===== config.mk =====
export PLATFORM = sky130hd
export DESIGN_NAME = bsc_xp_filter
export DESIGN_NICKNAME = d
export VERILOG_FILES = /design/src/rtl/xpf_pkg.sv /design/src/rtl/xpf_ctl_table.sv /design/src/rtl/xpf_esc_fsm.sv /design/src/rtl/bsc_xp_filter.sv
export SDC_FILE = /design/constraint.sdc
export NUM_CORES = 1
export LEC_CHECK = 0
export BUFFER_PORTS_ARGS = -buffer_cell sky130_fd_sc_hd__buf_2
export CORE_MARGIN = 2
export CORE_UTILIZATION = 41
export DETAILED_ROUTE_END_ITERATION = 6
export HOLD_SLACK_MARGIN = 0.1
export PLACE_DENSITY = 0.91
export SKIP_LAST_GASP = 1
export SLEW_MARGIN = 25
export SYNTH_ARGS = -nofsm -noshare
export SYNTH_HDL_FRONTEND = slang
export SYNTH_SLANG_ARGS = --single-unit

===== constraint.sdc =====
create_clock -name clk -period 2.22 [get_ports clk]
set_input_delay 0.333 -clock clk [delete_from_list [all_inputs] [get_ports clk]]
set_output_delay 0.333 -clock clk [all_outputs]
set_load 0.01 [all_outputs]

===== src/rtl/xpf_pkg.sv =====
package xpf_pkg;

   // decision for one strobed character
   typedef struct packed {
      logic wr;
      logic incl;
      logic close;
      logic err;
   } xpf_verdict_t;

   localparam xpf_verdict_t XPF_DROP = '{wr: 1'b0, incl: 1'b0, close: 1'b0, err: 1'b0};
   localparam xpf_verdict_t XPF_DATA = '{wr: 1'b1, incl: 1'b1, close: 1'b0, err: 1'b0};
   localparam xpf_verdict_t XPF_CTRL = '{wr: 1'b1, incl: 1'b1, close: 1'b1, err: 1'b0};
   localparam xpf_verdict_t XPF_FAIL = '{wr: 1'b0, incl: 1'b0, close: 1'b1, err: 1'b1};

endpackage


===== src/rtl/xpf_ctl_table.sv =====
module xpf_ctl_table #(
   parameter int CW   = 8,
   parameter int NTAB = 8
) (
   input  logic                clk,
   input  logic                rst,
   input  logic [CW-1:0]       ch,
   input  logic [NTAB*CW-1:0]  tbl_val,
   input  logic [NTAB-1:0]     tbl_en,
   input  logic [NTAB-1:0]     tbl_rej,
   output logic                hit,
   output logic                rej
);

   logic [NTAB-1:0] eq;
   logic [NTAB-1:0] grant;

   generate
      if (NTAB < 1) begin : g_bad_ntab
         $error("xpf_ctl_table: NTAB must be at least 1");
      end
      for (genvar g = 0; g < NTAB; g++) begin : g_ent
         assign eq[g] = tbl_en[g] && (tbl_val[g*CW +: CW] == ch);
      end
   endgenerate

   // lowest index wins
   always_comb begin
      logic found;
      found = 1'b0;
      grant = '0;
      for (int i = 0; i < NTAB; i++) begin
         if (eq[i] && !found) begin
            grant[i] = 1'b1;
            found    = 1'b1;
         end
      end
   end

   assign hit = |grant;
   assign rej = |(grant & tbl_rej);


   one_winner_chk: assert property (@(posedge clk) disable iff (rst) $onehot0(grant));

endmodule


===== src/rtl/xpf_esc_fsm.sv =====
module xpf_esc_fsm
   import xpf_pkg::*;
(
   input  logic         clk,
   input  logic         rst,
   input  logic         strobe,
   input  logic         xp_mode,
   input  logic         hunt,
   input  logic         sync_en,
   input  logic         esc_en,
   input  logic         is_sync,
   input  logic         is_esc,
   input  logic         tbl_hit,
   input  logic         tbl_rej,
   output xpf_verdict_t vd,
   output logic         esc_q
);

   logic esc_act;
   logic esc_d;

   // window survives only in transparent, non-hunting cycles
   assign esc_act = esc_q && xp_mode && !hunt;

   always_comb begin
      vd    = XPF_DROP;
      esc_d = esc_act;
      if (strobe) begin
         if (hunt) begin
            vd    = XPF_DROP;
            esc_d = 1'b0;
         end else if (esc_act) begin
            esc_d = 1'b0;
            if (is_sync)      vd = XPF_DROP;
            else if (is_esc)  vd = XPF_DATA;
            else if (tbl_hit) vd = tbl_rej ? XPF_DROP : XPF_CTRL;
            else              vd = XPF_FAIL;
         end else if (sync_en && is_sync) begin
            vd = XPF_DROP;
         end else if (xp_mode && esc_en && is_esc) begin
            vd    = XPF_DROP;
            esc_d = 1'b1;
         end else begin
            vd = XPF_DATA;
         end
      end
   end

   always_ff @(posedge clk) begin
      if (rst) esc_q <= 1'b0;
      else     esc_q <= esc_d;
   end


   esc_src_chk: assert property (@(posedge clk) disable iff (rst)
      esc_q |-> $past(xp_mode && !hunt));


   esc_open_chk: assert property (@(posedge clk) disable iff (rst)
      $rose(esc_q) |-> $past(strobe && is_esc && esc_en));

endmodule


===== src/rtl/bsc_xp_filter.sv =====
module bsc_xp_filter
   import xpf_pkg::*;
#(
   parameter int CW   = 8,
   parameter int NTAB = 8
) (
   input  logic                clk,
   input  logic                rst,
   input  logic                rx_vld,
   input  logic [CW-1:0]       rx_char,
   input  logic                xp_mode,
   input  logic                hunt,
   input  logic [CW-1:0]       sync_chr,
   input  logic                sync_en,
   input  logic [CW-1:0]       esc_chr,
   input  logic                esc_en,
   input  logic [NTAB*CW-1:0]  tbl_val,
   input  logic [NTAB-1:0]     tbl_en,
   input  logic [NTAB-1:0]     tbl_rej,
   output logic                wr_en,
   output logic                bc_incl,
   output logic                buf_close,
   output logic                esc_err,
   output logic [CW-1:0]       out_char
);

   localparam int TBL_BITS = NTAB * CW;

   generate
      if (CW < 5 || CW > 16) begin : g_bad_cw
         $error("bsc_xp_filter: CW must lie in 5..16");
      end
      if (TBL_BITS > 4096) begin : g_bad_tbl
         $error("bsc_xp_filter: control table too large");
      end
   endgenerate

   logic         is_sync;
   logic         is_esc;
   logic         t_hit;
   logic         t_rej;
   logic         esc_q;
   xpf_verdict_t vd;
   xpf_verdict_t vd_q;
   logic [CW-1:0] char_q;

   // full-width compares, parity bit included
   assign is_sync = (rx_char == sync_chr);
   assign is_esc  = (rx_char == esc_chr);

   xpf_ctl_table #(.CW(CW), .NTAB(NTAB)) i_tbl (
      .clk     (clk),
      .rst     (rst),
      .ch      (rx_char),
      .tbl_val (tbl_val),
      .tbl_en  (tbl_en),
      .tbl_rej (tbl_rej),
      .hit     (t_hit),
      .rej     (t_rej)
   );

   xpf_esc_fsm i_fsm (
      .clk     (clk),
      .rst     (rst),
      .strobe  (rx_vld),
      .xp_mode (xp_mode),
      .hunt    (hunt),
      .sync_en (sync_en),
      .esc_en  (esc_en),
      .is_sync (is_sync),
      .is_esc  (is_esc),
      .tbl_hit (t_hit),
      .tbl_rej (t_rej),
      .vd      (vd),
      .esc_q   (esc_q)
   );

   always_ff @(posedge clk) begin
      if (rst) begin
         vd_q   <= XPF_DROP;
         char_q <= '0;
      end else begin
         vd_q <= vd;
         if (rx_vld) char_q <= rx_char;
      end
   end

   assign wr_en     = vd_q.wr;
   assign bc_incl   = vd_q.incl;
   assign buf_close = vd_q.close;
   assign esc_err   = vd_q.err;
   assign out_char  = char_q;


   quiet_after_idle_chk: assert property (@(posedge clk) disable iff (rst)
      !$past(rx_vld) |-> !(wr_en || bc_incl || buf_close || esc_err));


   hunt_drop_chk: assert property (@(posedge clk) disable iff (rst)
      $past(rx_vld && hunt) |-> !(wr_en || buf_close));


   err_close_chk: assert property (@(posedge clk) disable iff (rst)
      esc_err |-> (buf_close && !wr_en && !bc_incl));


   write_incl_chk: assert property (@(posedge clk) disable iff (rst)
      wr_en |-> bc_incl);


   esc_quiet_chk: assert property (@(posedge clk) disable iff (rst)
      $rose(esc_q) |=> 1'b1 ##0 !$past(wr_en));

endmodule


==> key figures <==
Die
  • Row count: 22
  • Die height: 66.5 um
  • IO Count: 123
  • DIE WIDTH: roughly 66 um
  • Core ar.: 0.00372 mm2
  • Die area: 0.00442 mm2
  • Initial Utilization: a little over two fifths

Worst setup path
  • Crit Path Category: in2reg
  • Worst setup EP type: register
  • CP max FO: 7
  • Data required, critical path: 2.37 ns
  • CP Launch Type: input pin
  • Worst EP arrival: between 2 and 2.5 ns
  • Worst Reg-to-Reg Cells: 6

Clock tree
  • Cts hold-fix bufs: 0
  • CTS tree: done
  • Longest Clk Path Bufs: 2
  • Number of H-tree levels: 1
  • Root Buffer Master: clkbuf_8
  • CTS Sinks: 12
  • Total CTS buffers: 3
  • Post-CTS Setup Bufs: 0
  • Worst-Skew Late Latency: 0.23 ns
  • Clock transition at path regs: 0.05 ns
  • Post-CTS sizing: 0

Global routing
  • All-Layer GR Usage: 22.7%
  • Pin count of the biggest net entering global routing: 13
  • Gr ovfl total: 0
  • First-pass GRT wire length: 7700 um
  • Initial antenna violation count: 0
  • Vias in the first global route: 1843

Yosys
  • Syn nets: 305
  • Syn Inst Count: 194
  • Ys Warns: 0
  • Primary FF master, synth: dfxtp_1
  • Async SR Flop Fraction: 0%
  • Syn Area/Cell: 8.25 um2
  • Share of the synthesized area in the top cell type: 39.4%
  • Seq/Total Area, Yosys: 15.0%
  • Dominant cells by area after synthesis: xnor2_1, dfxtp_1, mux2i_1
  • Synthesized flop and latch total: 12
  • Netlist cell types: 32
  • Mapped cell area: 0.00160 mm2
  • Most common cell in the synthesized netlist: xnor2_1
  • Top cells by count, synth: xnor2_1, nor2_1, dfxtp_1, nand2_1
  • Yosys top cell by area: xnor2_1
  • Post-synth EDFFs: 0

Timing
  • Rel. slew slack: 75.9%
  • Setup TNS: 0 ns
  • Minimum clock period: 1.90 ns
  • PnR worst setup slack: approximately 0.32 ns
  • Worst-margin pin slew: approximately 0.36 ns
  • Max Clk Rate: ~0.53 GHz
  • Pins Over Slew Limit: 0
  • Hold Violations, Final: 0
  • Finish-stage setup viols: 0
  • RSZ-0062 raised after global routing: no
  • Period utilization: 85.4%
  • Clock Skew: roughly 0.0015 ns
  • Worst hold margin: 0.411 ns

Layout
  • Fin util: approximately three fifths
  • Filler instances: roughly 350
  • Final Non-Filler Cells: roughly 360
  • Area Growth Syn to Fin: 41.2%
  • Layout Nets: roughly 430
  • Antenna Cells: 0
  • Fraction of layout cells with a size suffix above 1: ~44%

Hold path
  • WHS Path Cells: 2
  • Hold Crit Class: in2reg

Drt
  • Antenna Violating Nets Remaining: 0
  • Routed vias/inst: between 5 and 6
  • Initial DRC Count: 51
  • Metal3 WL: 387 um
  • Residual DRC: 0
  • WL met1: 2070 um
  • Routed WL: 5100 um
  • Max layer used: met4
  • TritonRoute pass-1 iters: 4
  • Met2 WL: 2570 um
  • Via count: 1838
  • Avg WL per Cell: about 14 um

Status
  • Outcome: complete, no violations

Placed design
  • GP Congestion: 0.835
  • Placed Cells: 360
  • Pre-CTS setup slack: 0.0827 ns
  • HPWL reported at the end of detailed placement: ~4300 um
  • IO Port Bufs: 122

Flow run
  • Max-cap viol count: 0

Pwr
  • Total power density per cell area: 345 mW/mm2
  • Leak: 1.00 nW
  • Max VDD drop: 572 uV
==> stage by stage <==
step	instance area, um2	power, W
2_1_floorplan	1600	0.000449
3_3_place_gp	2220	0.000590
3_5_place_dp	2220	0.000597
4_1_cts	2260	0.000788
5_1_grt	2260	0.000831
6_report	2260	0.000780
==> layout by cell type (no fill, tap or decap) <==
cell        n
a21oi_1     3
a22o_1      1
buf_2     122
or4_4       1
xor2_1      8
nand2_1    11
dfxtp_1    12
a21oi_2     1
nor4_1      3
o211ai_1    1
and3_1      1
a211oi_1    1
nand3_1    10
nor4b_1     2
a31o_2      1
or2_2       1
nand4_1    10
nor3_1      9
or3_1       2
nand3_2     1
nor2_1     13
o31a_1      1
o31ai_1     1
o211ai_2    1
or3_4       1
inv_1       2
nor3b_1     2
buf_4       7
xnor2_1    72
mux2i_1     9
nand3b_1    2
clkbuf_8    3
==> worst max-delay path, cell delays in order <==
cell      delay [ns]
buf_2           0.22
buf_4           0.22
xnor2_1         0.15
nand2_1         0.08
or3_1           0.33
a211oi_1        0.26
o31a_1          0.23
nor2_1          0.06
nor3b_1         0.17
==> sequential cells by signal, indices dropped and copies added (netlist names) <==
register	flops
bc_incl	1
buf_close	1
esc_err	1
i_fsm.esc_q	1
out_char	8
==> worst paths after layout <==
path / start / to / slack [ns]
setup / recovery: rx_char[1] / buf_close / 0.32
hold / removal: rst / out_char[1] / 0.41
setup reg to reg: i_fsm.esc_q / bc_incl / 1.06
hold reg to reg: out_char[1] / out_char[1] / 0.49
==> final cells by class <==
cell class	count	area, um2	share of cell area (%)
well taps	48	60.1	2.66
multi-input cells	169	1250	55.2
clock buffers	3	41.3	1.83
flip-flops and latches	12	240	10.6
repair buffers	129	663	29.3
inverters	2	7.51	0.332
==> power breakdown <==
part           internal (W)  switching, W
registers          0.000225    0.00000458
clock network      0.000119     0.0000698
logic              0.000196      0.000165
==> cell families after synthesis <==
logic type,after synthesis,synth area share [%]
multiplexers,9,5.63
AND/OR/NAND/NOR,69,23.2
buffers and inverters,13,7.04
flip-flops,12,15.0
XOR/XNOR,80,43.8
AO/OA/AOI/OAI,11,5.32
==> routing by layer <==
layer	global-route usage, %	up-vias
met2	43.5	84
li1	-	902
met1	25.3	844
met4	6.38	0
met5	0	-
met3	3.89	8
Power figures use the tool's default switching activity.
